==> src/rtl/inpipe_pkg.sv <==
package inpipe_pkg;

    localparam int DEF_DATA_W     = 8;
    localparam int DEF_BANK_BYTES = 64;
    localparam int DEF_REQ_W      = 8;
    localparam int NUM_BANKS      = 2;

    typedef enum logic {
        REQ_COUNTED = 1'b0,
        REQ_ENDLESS = 1'b1
    } req_mode_e;

    typedef struct packed {
        logic rx;
        logic own;
    } pipe_flags_t;

    // Index of the bank that follows idx in ping-pong order.
    function automatic logic next_bank(input logic idx, input logic dual);
        return dual ? ~idx : idx;
    endfunction

endpackage

==> src/rtl/inpipe_bank.sv <==
module inpipe_bank #(
    parameter int DEPTH = 64,
    parameter int DW    = 8
) (
    input  logic          clk,
    input  logic          rst,
    input  logic          wr_en,
    input  logic [DW-1:0] wr_data,
    input  logic          wr_last,
    input  logic          clr,
    input  logic          pop,
    output logic          full,
    output logic          closing,
    output logic          has_data,
    output logic [DW-1:0] rd_data
);
    localparam int CW = $clog2(DEPTH + 1);
    localparam int PW = $clog2(DEPTH);

    logic [DW-1:0] mem [DEPTH];
    logic [CW-1:0] cnt;
    logic [CW-1:0] rptr;
    logic          accept;

    assign accept   = wr_en && !full;
    assign closing  = accept && (wr_last || cnt == CW'(DEPTH - 1));
    assign has_data = full && (rptr != cnt);
    assign rd_data  = has_data ? mem[rptr[PW-1:0]] : '0;

    always_ff @(posedge clk) begin
        if (rst || clr) begin
            cnt  <= '0;
            rptr <= '0;
            full <= 1'b0;
        end else begin
            if (accept) begin
                cnt <= cnt + 1'b1;
                if (closing) full <= 1'b1;
            end
            if (pop && has_data) rptr <= rptr + 1'b1;
        end
    end

    always_ff @(posedge clk) begin
        if (accept) mem[cnt[PW-1:0]] <= wr_data;
    end

endmodule

==> src/rtl/inpipe_req_gen.sv <==
module inpipe_req_gen
    import inpipe_pkg::*;
#(
    parameter int REQ_W = 8
) (
    input  logic             clk,
    input  logic             rst,
    input  req_mode_e        mode,
    input  logic [REQ_W-1:0] budget,
    input  logic             freeze_set,
    input  logic             freeze_clr,
    input  logic             can_issue,
    input  logic             tok_ack,
    output logic             tok_req,
    output logic             frozen
);
    logic [REQ_W-1:0] left;
    logic             fire;

    assign tok_req = !frozen && can_issue;
    assign fire    = tok_req && tok_ack;

    always_ff @(posedge clk) begin
        if (rst) begin
            frozen <= 1'b1;
            left   <= '0;
        end else if (freeze_set) begin
            frozen <= 1'b1;
        end else if (freeze_clr && frozen) begin
            frozen <= 1'b0;
            left   <= budget;
        end else if (fire && mode == REQ_COUNTED) begin
            if (left == '0) frozen <= 1'b1;
            else            left   <= left - 1'b1;
        end
    end

endmodule

==> src/rtl/usb_in_pipe.sv <==
module usb_in_pipe
    import inpipe_pkg::*;
#(
    parameter int BANK_BYTES = DEF_BANK_BYTES,
    parameter int REQ_W      = DEF_REQ_W,
    parameter int DATA_W     = DEF_DATA_W
) (
    input  logic              clk,
    input  logic              rst,
    input  logic              cfg_endless,
    input  logic [REQ_W-1:0]  cfg_req_count,
    input  logic              cfg_dual_bank,
    input  logic              irq_en,
    input  logic              sw_freeze_set,
    input  logic              sw_freeze_clr,
    input  logic              sw_rx_ack,
    input  logic              sw_release,
    input  logic              sw_pop,
    output logic              tok_req,
    input  logic              tok_ack,
    input  logic              rx_valid,
    input  logic [DATA_W-1:0] rx_data,
    input  logic              rx_last,
    output logic              frozen,
    output logic              rx_flag,
    output logic              own_flag,
    output logic              rd_allowed,
    output logic [DATA_W-1:0] rd_data,
    output logic              irq
);
    logic [NUM_BANKS-1:0] bank_full, bank_close, bank_has;
    logic [NUM_BANKS-1:0] bank_wr, bank_clr, bank_pop;
    logic [DATA_W-1:0]    bank_rd [NUM_BANKS];

    logic        cur_idx, fill_idx, pending;
    logic        release_ok, can_issue, fire, nxt_idx, nxt_full;
    pipe_flags_t flags;

    assign release_ok = sw_release && flags.own;
    assign can_issue  = !pending && !bank_full[fill_idx];
    assign fire       = tok_req && tok_ack;

    generate
        for (genvar b = 0; b < NUM_BANKS; b++) begin : g_bank
            assign bank_wr[b]  = rx_valid && pending && (fill_idx == 1'(b));
            assign bank_clr[b] = release_ok && (cur_idx == 1'(b));
            assign bank_pop[b] = sw_pop && (cur_idx == 1'(b));

            inpipe_bank #(.DEPTH(BANK_BYTES), .DW(DATA_W)) u_bank (
                .clk      (clk),
                .rst      (rst),
                .wr_en    (bank_wr[b]),
                .wr_data  (rx_data),
                .wr_last  (rx_last),
                .clr      (bank_clr[b]),
                .pop      (bank_pop[b]),
                .full     (bank_full[b]),
                .closing  (bank_close[b]),
                .has_data (bank_has[b]),
                .rd_data  (bank_rd[b])
            );
        end
    endgenerate

    inpipe_req_gen #(.REQ_W(REQ_W)) u_req (
        .clk        (clk),
        .rst        (rst),
        .mode       (req_mode_e'(cfg_endless)),
        .budget     (cfg_req_count),
        .freeze_set (sw_freeze_set),
        .freeze_clr (sw_freeze_clr),
        .can_issue  (can_issue),
        .tok_ack    (tok_ack),
        .tok_req    (tok_req),
        .frozen     (frozen)
    );

    // One packet in flight at a time; it closes on the filling bank.
    always_ff @(posedge clk) begin
        if (rst) begin
            pending  <= 1'b0;
            fill_idx <= 1'b0;
        end else begin
            if (fire)             pending <= 1'b1;
            else if (|bank_close) pending <= 1'b0;
            if (|bank_close) fill_idx <= next_bank(fill_idx, cfg_dual_bank);
        end
    end

    // Flag state follows the bank under the read pointer.
    assign nxt_idx  = next_bank(cur_idx, cfg_dual_bank);
    assign nxt_full = cfg_dual_bank && (bank_full[nxt_idx] || bank_close[nxt_idx]);

    always_ff @(posedge clk) begin
        if (rst) begin
            cur_idx <= 1'b0;
            flags   <= '0;
        end else if (release_ok) begin
            cur_idx   <= nxt_idx;
            flags.rx  <= nxt_full;
            flags.own <= nxt_full;
        end else if (bank_close[cur_idx]) begin
            flags.rx  <= 1'b1;
            flags.own <= 1'b1;
        end else if (sw_rx_ack) begin
            flags.rx <= 1'b0;
        end
    end

    assign rx_flag    = flags.rx;
    assign own_flag   = flags.own;
    assign rd_allowed = bank_has[cur_idx];
    assign rd_data    = bank_rd[cur_idx];
    assign irq        = flags.rx && irq_en;

endmodule

==> config.mk <==
export PLATFORM = sky130hd
export DESIGN_NAME = usb_in_pipe
export DESIGN_NICKNAME = d
export VERILOG_FILES = /design/src/rtl/inpipe_pkg.sv /design/src/rtl/inpipe_bank.sv /design/src/rtl/inpipe_req_gen.sv /design/src/rtl/usb_in_pipe.sv
export SDC_FILE = /design/constraint.sdc
export NUM_CORES = 1
export LEC_CHECK = 0
export BUFFER_PORTS_ARGS = -buffer_cell sky130_fd_sc_hd__buf_2
export CAP_MARGIN = 20
export CORE_MARGIN = 2
export CORE_UTILIZATION = 63
export CTS_CLUSTER_DIAMETER = 120
export DETAILED_ROUTE_END_ITERATION = 16
export HOLD_SLACK_MARGIN = 0.08
export MAX_ROUTING_LAYER = met4
export PLACE_DENSITY = 0.79
export SYNTH_ARGS = -nofsm -noshare
export SYNTH_HDL_FRONTEND = slang
export SYNTH_HIERARCHICAL = 1
export SYNTH_SLANG_ARGS = --single-unit
==> constraint.sdc <==
create_clock -name clk -period 3.45 [get_ports clk]
set_input_delay 0.345 -clock clk [delete_from_list [all_inputs] [get_ports clk]]
set_output_delay 0.345 -clock clk [all_outputs]
set_load 0.01 [all_outputs]
==> impl_metrics.yaml <==
pwr:
  swShare_pct: 19.9
  vdd_drop_max_mv: 0.364
  pwr-share-clk_pct: 42.6
  p_seq_share_pct: 55.9
  power.density_mw_per_mm2: 521
  p_int_mw: 20.6
  p_switching_mw: 5.10
  p_leak_nw: 15.5
  total_power_mw: 25.7
  combPwrFrac_pct: 1.5
finish:
  drive_gt1_share_pct: 31.3
  seqCellArea_mm2: 0.0319
  final_cell_mix: "1024 x edfxtp_1, 287 x mux4_2, 186 x buf_4, 177 x nor2_1, 110 x clkbuf_16"
  mostFrequentLayoutCell: "edfxtp_1"
  multi_input_area_mm2: 0.0104
  fill_cells: 3516
  area_growth_pct: 15.1
  fin_nets: 2379
  post-route-util_pct: 73.3
grt:
  overflow: 0
  antenna_found_initial: 0
  grt_pass1_vias: 22921
  grt_start_max_net_pins: 129
  grt_pass1_wl_mm: 153
  grt_usage_pct: 31.1
yosys:
  synth-edff-count: 1024
  synthArstFlopShare_pct: 0
  yosysTopAreaCell: "edfxtp_1"
  synth_area_leaders: "edfxtp_1 72%, mux4_2 15%, dfxtp_1 2.6%"
  avgSynthCellArea_um2: 20.5
  ys_types: 72
  ys.flop_type: "edfxtp_1"
  synth_top_cell_area_share_pct: 71.9
  yosysWarnings: 6
  syn-num-nets: 2123
  synth_cells: 2088
  syn_area_mm2: 0.0428
  ys_ff_latch: 1080
  seq_area_frac_synth_pct: 74.5
floorplanning:
  die_h_um: 265
  dieArea_mm2: 0.0700
  coreArea_mm2: 0.0672
  rows: 95
  die_w_um: 265
  initial_core_util_pct: 63.7
  boundaryPins: 43
critical_path:
  crit_arrival_ns: 3.42
  critical_path_class: "reg2out"
  cp_max_fo: 6
  rrSetupSlack_ns: 0.27
  endpoint_kind: "output pin"
  required_ns: 3.11
  start_kind: "register"
placed_design:
  dp_hpwl_mm: 59.5
  place.gp.congestion: 0.922
  dpl_worst_slack_ns: 0.0285
  portBuffers: 42
clock_network:
  clock_latency_ns: 0.65
  cts_buffers: 102
  clk_pin_slew_ns: 0.06
  cts_tree: "yes"
  cts.htree.levels: 3
  clock_sinks: 1080
  cts_buffer_depth: 3
  cts-root-buf: "clkbuf_16"
routing:
  wl_mm: 105
  drcViolationCount: 0
  viasPerCell: 6.89
  routedWlPerCell_um: 31.9
  first_pass_iters: 6
  drtIter0Drc: 3681
  vias: 22766
  drtAntennaViolNets: 0
sta:
  period_share_pct: 109
  setup_viol: 8
  hold_viol: 0
  fin_skew_ns: 0.0178
  fin_crit_ns: 3.76
  rsz0062_at_grt: "true"
  fmax_mhz: 266
  setup_tns_ns: -1.99
  relSlewSlack_pct: 34.0
  worst_slack_ns: -0.311
  tightest_slew_ns: 0.987
  maxSlewViolCount: 0
min_path:
  worstHoldPathType: "in2reg"
job:
  maxCapViolCount: 0
run_status:
  violations: "negative setup slack"
  run_status: "finished, violations left"
## area by class of cell
type,count,area share (%)
Clock buffer,129,5.56
Sequential cell,1080,64.8
Tap cell,873,2.22
Antenna cell,2,0.0102
Inverter,12,0.0915
Clock inverter,59,0.988
Timing Repair Buffer,268,5.15
Multi-Input combinational cell,880,21.2
## metrics by stage
step	std cells	instance area, um^2	hold slack, ns
6_report	3303	49200	0.118
5_1_grt	3301	49200	0.122
4_1_cts	3288	48900	0.0854
3_5_place_dp	3076	45100	0.502
3_3_place_gp	3076	45100	0.487
2_1_floorplan	2088	42800	0.417
## logic make-up (layout without fill, tap and decap cells)
group | Yosys count | after routing | share of synthesized area [%]
flip-flops | 1080 | 1080 | 74.5
AND/OR/NAND/NOR | 364 | 364 | 4.05
multiplexers | 358 | 358 | 16.9
buffers and inverters | 128 | 468 | 1.49
AO/OA/AOI/OAI | 124 | 124 | 2.30
XOR/XNOR | 28 | 28 | 0.573
adder cells (fa/ha/maj) | 6 | 6 | 0.175
other | 0 | 2 | 0
## synth_stat cells, types with 6 or more instances
cell type	instances
mux4_2	286
mux2i_1	58
o21ai_0	12
nor2b_1	19
nand4_1	8
edfxtp_1	1024
clkbuf_1	48
nor2_1	178
ha_1	6
a21oi_1	19
o211ai_1	7
mux2_2	9
dfxtp_1	56
a32o_1	8
xor2_1	11
buf_2	41
and2_1	6
buf_4	14
buf_6	7
nand2_1	56
o32ai_1	11
a221o_1	14
inv_1	10
xnor2_1	17
nand3_1	20
buf_1	6
o22ai_1	6
or3_1	10
nor3_1	21
a22o_1	6
## worst paths after layout
kind,from,to,depth (start not counted)
setup / recovery,register,rd_data[6],8
hold / removal,rx_data[5],g_bank[0].u_bank/mem[19][5]$_DFFE_PP_,1
setup reg to reg,pending$_SDFFE_PP0P_,g_bank[1].u_bank/mem[0][7]$_DFFE_PP_,5
hold reg to reg,u_req/left[6]$_SDFFE_PP0P_,u_req/left[6]$_SDFFE_PP0P_,2
## metal layers
metal	share of wire (%)	vias up	GRT usage, %	routed length (um)
met3	11	258	5.36	12100
met5	0	-	-	0
met4	3.4	0	10.1	3550
li1	-	9154	-	-
met2	49	1669	48.6	51600
met1	36	11685	42.8	38200
## flip-flops by register name, indices dropped and copies added, names as in the netlist, named ones only
signal / flops
g_bank.u_bank/mem: 1024
cur_idx: 1
u_req/left: 8
g_bank.u_bank/cnt: 14
pending: 1
g_bank.u_bank/full: 2
rx_flag: 1
fill_idx: 1
u_req/frozen: 1
own_flag: 1
g_bank.u_bank/rptr: 14
## critical path, stage by stage (launching register included)
cell	delay, ns
dfxtp_4	0.41
buf_12	0.16
mux4_2	0.50
mux4_2	0.56
inv_2	0.08
nor3_2	0.04
or4_4	0.56
mux2_4	0.31
buf_6	0.13
## power by group through the flow
| stage | logic [mW] | registers (mW) | clock network, mW |
|---|---|---|---|
| after floorplan | 0.109 | 14.6 | 0 |
| after global placement | 0.348 | 14.6 | 0 |
| after detailed placement | 0.366 | 14.6 | 0 |
| after CTS | 0.372 | 14.4 | 10.9 |
| after global routing | 0.423 | 14.3 | 11.5 |
| final | 0.394 | 14.4 | 10.9 |
## what timing repair did
| item | CTS | global route |
|---|---|---|
| resized for setup | 55 | 13 |
| setup buffers | 12 | 5 |
| gates cloned | 6 | 5 |
| hold endpoints to repair | 6 | 0 |
| pin swaps | 2 | 0 |
| setup endpoints to repair | 8 | 8 |
| hold buffers | 6 | 0 |
(Power assumes the default switching activity.)
